[src/rtl/bwd_pkg.sv]
package bwd_pkg;
   typedef enum logic [1:0] {
      WK_NONE  = 2'd0,
      WK_BYTES = 2'd1,
      WK_ALL   = 2'd2
   } wr_kind_t;
endpackage

[src/rtl/bwd_decode.sv]
module bwd_decode
   import bwd_pkg::*;
#(
   parameter int LANES = 4
) (
   input  logic             gw_n,
   input  logic             bwe_n,
   input  logic [LANES-1:0] bsel_n,
   output logic [LANES-1:0] mask,
   output wr_kind_t         kind
);
   always_comb begin
      if (!gw_n) begin
         mask = '1;
         kind = WK_ALL;
      end else if (!bwe_n) begin
         mask = ~bsel_n;
         kind = (&bsel_n) ? WK_NONE : WK_BYTES;
      end else begin
         mask = '0;
         kind = WK_NONE;
      end
   end
endmodule

[src/rtl/bwd_ctrl_reg.sv]
module bwd_ctrl_reg
   import bwd_pkg::*;
#(
   parameter int LANES = 4
) (
   input  logic             clk,
   input  logic             rst_n,
   input  logic             gw_n,
   input  logic             bwe_n,
   input  logic [LANES-1:0] bsel_n,
   input  logic [LANES-1:0] mask_d,
   input  wr_kind_t         kind_d,
   output logic [LANES-1:0] mask_q,
   output logic             seen_q
);
   always_ff @(posedge clk or negedge rst_n) begin
      if (!rst_n) begin
         mask_q <= '0;
         seen_q <= 1'b0;
      end else begin
         mask_q <= mask_d;
         seen_q <= (kind_d != WK_NONE);
      end
   end


   global_all_chk: assert property (@(posedge clk) disable iff (!rst_n)
      !gw_n |=> (&mask_q));

   byte_sel_chk: assert property (@(posedge clk) disable iff (!rst_n)
      (gw_n && !bwe_n) |=> (mask_q == ~$past(bsel_n)));

   no_write_chk: assert property (@(posedge clk) disable iff (!rst_n)
      (gw_n && bwe_n) |=> (mask_q == '0 && !seen_q));

   seen_match_chk: assert property (@(posedge clk) disable iff (!rst_n)
      seen_q == (|mask_q));
endmodule

[src/rtl/bwd_lane.sv]
module bwd_lane #(
   parameter int LANE_W = 8
) (
   input  logic              clk,
   input  logic              rst_n,
   input  logic              we,
   input  logic [LANE_W-1:0] d,
   output logic [LANE_W-1:0] q
);
   always_ff @(posedge clk or negedge rst_n) begin
      if (!rst_n)  q <= '0;
      else if (we) q <= d;
   end


   lane_hold_chk: assert property (@(posedge clk) disable iff (!rst_n)
      !we |=> $stable(q));

   lane_load_chk: assert property (@(posedge clk) disable iff (!rst_n)
      we |=> (q == $past(d)));
endmodule

[src/rtl/byte_write_decoder.sv]
module byte_write_decoder
   import bwd_pkg::*;
#(
   parameter int LANES  = 4,
   parameter int LANE_W = 8
) (
   input  logic                    clk,
   input  logic                    rst_n,
   input  logic                    gw_n,
   input  logic                    bwe_n,
   input  logic [LANES-1:0]        bsel_n,
   input  logic [LANES*LANE_W-1:0] wdata,
   output logic [LANES-1:0]        wr_mask,
   output logic                    wr_seen,
   output logic [LANES*LANE_W-1:0] word_q
);
   localparam int WORD_W = LANES * LANE_W;

   if (LANES < 1 || LANES > 64) begin : g_bad_lanes
      $error("byte_write_decoder: LANES out of range");
   end
   if (LANE_W < 1) begin : g_bad_width
      $error("byte_write_decoder: LANE_W must be positive");
   end

   logic [LANES-1:0] dec_mask;
   wr_kind_t         dec_kind;

   bwd_decode #(.LANES(LANES)) i_decode (
      .gw_n   (gw_n),
      .bwe_n  (bwe_n),
      .bsel_n (bsel_n),
      .mask   (dec_mask),
      .kind   (dec_kind)
   );

   bwd_ctrl_reg #(.LANES(LANES)) i_ctrl (
      .clk    (clk),
      .rst_n  (rst_n),
      .gw_n   (gw_n),
      .bwe_n  (bwe_n),
      .bsel_n (bsel_n),
      .mask_d (dec_mask),
      .kind_d (dec_kind),
      .mask_q (wr_mask),
      .seen_q (wr_seen)
   );

   for (genvar i = 0; i < LANES; i++) begin : g_lane
      bwd_lane #(.LANE_W(LANE_W)) i_lane (
         .clk   (clk),
         .rst_n (rst_n),
         .we    (dec_mask[i]),
         .d     (wdata[i*LANE_W +: LANE_W]),
         .q     (word_q[i*LANE_W +: LANE_W])
      );
   end


   reset_clear_chk: assert property (@(posedge clk)
      !rst_n |-> (wr_mask == '0 && !wr_seen && word_q == '0));

   empty_sel_chk: assert property (@(posedge clk) disable iff (!rst_n)
      (gw_n && !bwe_n && (&bsel_n)) |=> (!wr_seen && wr_mask == '0));

   lane_count_chk: assert property (@(posedge clk) disable iff (!rst_n)
      wr_seen |-> ($countones(wr_mask) >= 1 && $countones(wr_mask) <= LANES));

   logic unused_w;
   assign unused_w = ^WORD_W[0];
endmodule

[config.mk]
export PLATFORM = sky130hd
export DESIGN_NAME = byte_write_decoder
export DESIGN_NICKNAME = d
export VERILOG_FILES = /design/src/rtl/bwd_pkg.sv /design/src/rtl/bwd_decode.sv /design/src/rtl/bwd_ctrl_reg.sv /design/src/rtl/bwd_lane.sv /design/src/rtl/byte_write_decoder.sv
export SDC_FILE = /design/constraint.sdc
export NUM_CORES = 1
export LEC_CHECK = 0
export CAP_MARGIN = 10
export CORE_MARGIN = 2
export CORE_UTILIZATION = 38
export DETAILED_ROUTE_END_ITERATION = 8
export PLACE_DENSITY = 0.87
export SLEW_MARGIN = 25
export SYNTH_ARGS = -nofsm -noshare
export SYNTH_HDL_FRONTEND = slang
export SYNTH_SLANG_ARGS = --single-unit
[constraint.sdc]
create_clock -name clk -period 0.9 [get_ports clk]
set_input_delay 0.18 -clock clk [delete_from_list [all_inputs] [get_ports clk]]
set_output_delay 0.18 -clock clk [all_outputs]
set_load 0.01 [all_outputs]
; ---- Word level (Yosys, flattened, before mapping)
; Cells that the tools add are included.
[totals]
latchBits = 0
mem_bits_rw = 0
n_memories = 0
elab_cells = 14
output_inout_bits = 37
regBits = 37
romBits = 0
[classes]
n_addsub = 0
order_cmp = 0
muxes = 5
n_eq_ne = 0
n_div = 0
n_reduce_logical = 2
mul = 0
n_shift = 0
n_bitwise = 1
[op_table]
columns = cell, count
row1 = 2-to-1 mux 4 bit, 2
row2 = 2-to-1 mux 2 bit, 2
row3 = inverter 4 bit, 1
row4 = AND reduction 4 bit, 1
row5 = nonzero test 2 bit, 1
row6 = 2-to-1 mux 1 bit, 1

; ---- Logic depth before layout (Yosys ltp)
[depth]
word_depth = 5
mapped_depth = 3

; ---- Hierarchy
; A second synthesis with hierarchy kept.
[hier_totals]
hier_cells = 81
area_unflattened_um2 = 1500.2
[by_module_without_submodules]
columns = module, instances, cells_each, area_per_inst_um2
row1 = bwd_lane, 4, 17, 331.6
row2 = bwd_ctrl_reg, 1, 6, 131.4
row3 = bwd_decode, 1, 7, 42.5

; ---- Worst setup path before layout
; No wires, ideal clock.
[synth_timing]
kind = in2reg
start = input port bwe_n
end = register g_lane[0].i_lane.q[0]
path_slack_ps = -142
arrival_ps = 917
path_stages = 3
setup_ps = 125
n_path_buf = 1
cell_sequence = buf_4 -> o21ai_4 -> mux2_2
[synth_between]
elab_chain_len = 2
[synth_lines]
columns = item, line
row1 = start: declaration, byte_write_decoder.sv:10  ; input logic bwe_n,
row2 = 2-to-1 mux 4 bit, bwd_decode.sv:16  ; end else if (!bwe_n) begin
row3 = 2-to-1 mux 4 bit, bwd_decode.sv:13  ; if (!gw_n) begin
row4 = via g_lane[0].i_lane.we, bwd_lane.sv:6  ; input logic we,
row5 = end signal: assignment, bwd_lane.sv:11  ; if (!rst_n) q <= '0;
row6 = end signal: assignment, bwd_lane.sv:12  ; else if (we) q <= d;
row7 = end: declaration, bwd_lane.sv:8  ; output logic [LANE_W-1:0] q
; The timed path passes the listed nets, and every way through them passes these cells.
; A chain may end at the register's enable or synchronous reset.

; ---- Final worst setup path
[layout_timing]
start = register g_lane[3].i_lane.q[3]
end = output port word_q[27]
[layout_rtl]
columns = item, line
row1 = start: declaration, bwd_lane.sv:8
row2 = start signal: assignment, bwd_lane.sv:11
row3 = start signal: assignment, bwd_lane.sv:12
row4 = end: declaration, byte_write_decoder.sv:15  ; output logic [LANES*LANE_W-1:0] word_q
; No word-level cell between the ends.

==> impl_metrics.ini <==
[critical_path]
crit_fanout = 2
slowest_stage = dfrtp_1
data_required_critical_path_ns = 0.72
critical_path_cell_list = buf_2
cp-end-kind = primary output
cp_num_buf_inv = 1
crit_type = reg -> out
max_stage_delay_ns = 0.41
crit_path_start_kind = flop
path_delay_family = flip-flops
arrival_ns = 0.89

[drt]
finalWirelength_um = 3470
firstDrtPassIters = 4
num_vias = 1061
detail_route.drc_violations = 0
wire_per_inst_um = 15.2
antenna_violating_nets_post_route = 0
drtIter0Drc = 27
drt-vias-per-instance = 4.65

[clock_tree]
clock_latency_ns = 0.33
cts_buffer_depth = 2
cts_made_buffers = 5
cts_tree = built
cts_root_buffer = clkbuf_4
path_clk_slew_ns = 0.10
clock_sink_count = 37
cts_htree_levels = 2

[logic_synthesis]
synth_edf_count = 0
synth-seq-area-share_pct = 67.0
synth_cell_type_count = 6
synth.largest_area_cell = dfrtp_1
ys_dominant_reg_cell = dfrtp_1
post_synthesis_instance_area_um2 = 1380
synth-seq-cells = 37
synth.area.top_cells = dfrtp_1 (67%), mux2_2 (26%), o21ai_4 (4.7%)
synthesized_nets = 117
yosys-top-cells-count = dfrtp_1 (37), mux2_2 (32), o21ai_4 (4)
synth_warnings = 0
synth.most_common_cell = dfrtp_1
postSynth.asyncResetShare_pct = 100
post_synth.cell_area_avg_um2 = 17.9
syn_inst = 77
post-synth-top-area-fraction_pct = 67.0

[timing]
clock-skew-final_ns = 0
finalCriticalPeriod_ns = 1.07
maxSlewHeadroom_pct = 81.2
clock.fmax_ghz = 0.936
timing_worst_slew_pin_value_ns = 0.281
timing.final.ws_setup_ns = -0.169
whs_ns = 0.155
final.setup.tns_ns = -5.29
post-route-period-util_pct = 119
final_hold_vios = 0
report.final.setup_viol = 39
rsz0062_at_grt = true
slew_violations = 0

[global_routing]
use_met2_pct = 31.9
grt_start_max_net_pins = 38
global_route_wire_length_before_repair_um = 5510
first_global_vias = 1182
grt_util_met3_pct = 8.27
grt_most_used_layer = met2
antenna_found_initial = 0
grt_util_all_layers_pct = 17.9
grt_use_met1_pct = 18.2
grt-ovfl-total = 0

[cells_and_area]
synthToLayoutAreaGrowth_pct = 72.3
postLayoutCellArea_um2 = 2380
nNetsFinal = 221
final_layout_size_suffix_gt1_share_pct = 57.7
insertedDiodeCount = 0
filler_cell_count = 241
instances_no_fill = 228

[placed_design]
post-place-cells = 202
place.port_buffers = 76
detailed_place_hpwl_um = 2430
global_placement_routability_congestion = 0.653
cell_area_placed_um2 = 2240

[pwr]
power_density_nw_per_um2 = 1530
worst_ir_drop_vdd_v = 0.00112
report.power.total_mw = 3.64
total_leakage_power_nw = 1.11

[floorplanning]
floorplan.die.width_um = 64.3
dieHeight_um = 64.3
coreArea_um2 = 3420
initial_utilization_pct = 40.4
io_pins = 77
num_rows = 21
die_area_um2 = 4130

[outcome]
violations = setup timing
result_of_the_run = finished, violations left

[run]
maxCapViolCount = 0

[worst_hold_path]
hp-class = in -> reg
-- final cells by class --
class / count / area [um2] / area share [%]
Sequential cell: 37 / 926 / 38.9
Multi-Input combinational cell: 39 / 490 / 20.6
Timing Repair Buffer: 98 / 857 / 36.0
Clock buffer: 8 / 48.8 / 2.05
Tap cell: 46 / 57.6 / 2.42
-- worst register-to-register path, cell delays in order (launching register included) --
cell,delay (ns)
dfrtp_1,0.39
buf_4,0.13
buf_4,0.12
mux2_2,0.25
-- report_power, final --
part | switching, mW | internal (mW)
Combinational | 0.345 | 0.589
Sequential | 0.0820 | 1.82
Clock | 0.494 | 0.311
-- through the flow --
step                setup slack (ns)  utilization (%)
detailed placement            -0.700             65.7
CTS                           -0.178             68.3
floorplan                     -0.110                -
finish                        -0.169             69.7
global route                  -0.211             69.7
global placement              -0.644             65.7
-- sequential cells by signal, indices dropped and copies added, names as in the netlist --
| name | flops |
|---|---|
| g_lane.i_lane.q | 32 |
| i_ctrl.mask_q | 4 |
| i_ctrl.seen_q | 1 |
-- worst paths after layout --
| kind | startpoint | end | depth (start not counted) | slack (ns) |
|---|---|---|---|---|
| min in group asynchronous | rst_n | g_lane[2].i_lane.q[1]$_DFFE_PN0P_ | 3 | 0.32 |
| setup / recovery | g_lane[3].i_lane.q[3]$_DFFE_PN0P_ | word_q[27] | 1 | -0.17 |
| setup reg to reg | g_lane[2].i_lane.q[3]$_DFFE_PN0P_ | g_lane[2].i_lane.q[3]$_DFFE_PN0P_ | 3 | -0.10 |
| hold / removal | gw_n | i_ctrl.seen_q$_DFF_PN0_ | 3 | 0.15 |
| max in group asynchronous | rst_n | g_lane[0].i_lane.q[4]$_DFFE_PN0P_ | 3 | 0.39 |
| hold reg to reg | g_lane[0].i_lane.q[6]$_DFFE_PN0P_ | g_lane[0].i_lane.q[6]$_DFFE_PN0P_ | 1 | 0.51 |
-- what timing repair did --
item                                    4_1_cts  5_1_grt
hold buffers                                  1        0
endpoints found under the setup margin       69       51
gates cloned                                  2        0
buffers inserted                             12        6
gates resized for setup                     174        9
endpoints found under the hold margin        37        0
pin swaps                                     4        2
-- logic make-up after synthesis --
family / count (synthesis) / share of synthesized area (%)
mux: 32 / 26.1
compound gates: 5 / 5.53
simple gates: 1 / 0.271
flops: 37 / 67.0
buf+inv: 2 / 1.09
-- layer usage --
metal | vias up | part of all wire (%)
met5 | - | 0
met4 | 0 | 1.3
met3 | 7 | 9.3
met2 | 50 | 54
met1 | 519 | 35
li1 | 485 | -
-- placed cells by master, fill, tap and decap left out, types with 3 or more instances in the layout --
| cell type | Yosys | final |
|---|---|---|
| dfrtp_1 | 37 | 37 |
| buf_2 | 0 | 33 |
| clkdlybuf4s50_1 | 0 | 32 |
| mux2_2 | 32 | 21 |
| buf_6 | 0 | 14 |
| mux2_4 | 0 | 11 |
| buf_4 | 2 | 8 |
| clkbuf_4 | 0 | 5 |
| o21ai_4 | 4 | 4 |
| buf_12 | 0 | 4 |
| clkbuf_1 | 0 | 3 |
| dlygate4sd2_1 | 0 | 3 |
(Power assumes the default switching activity.)
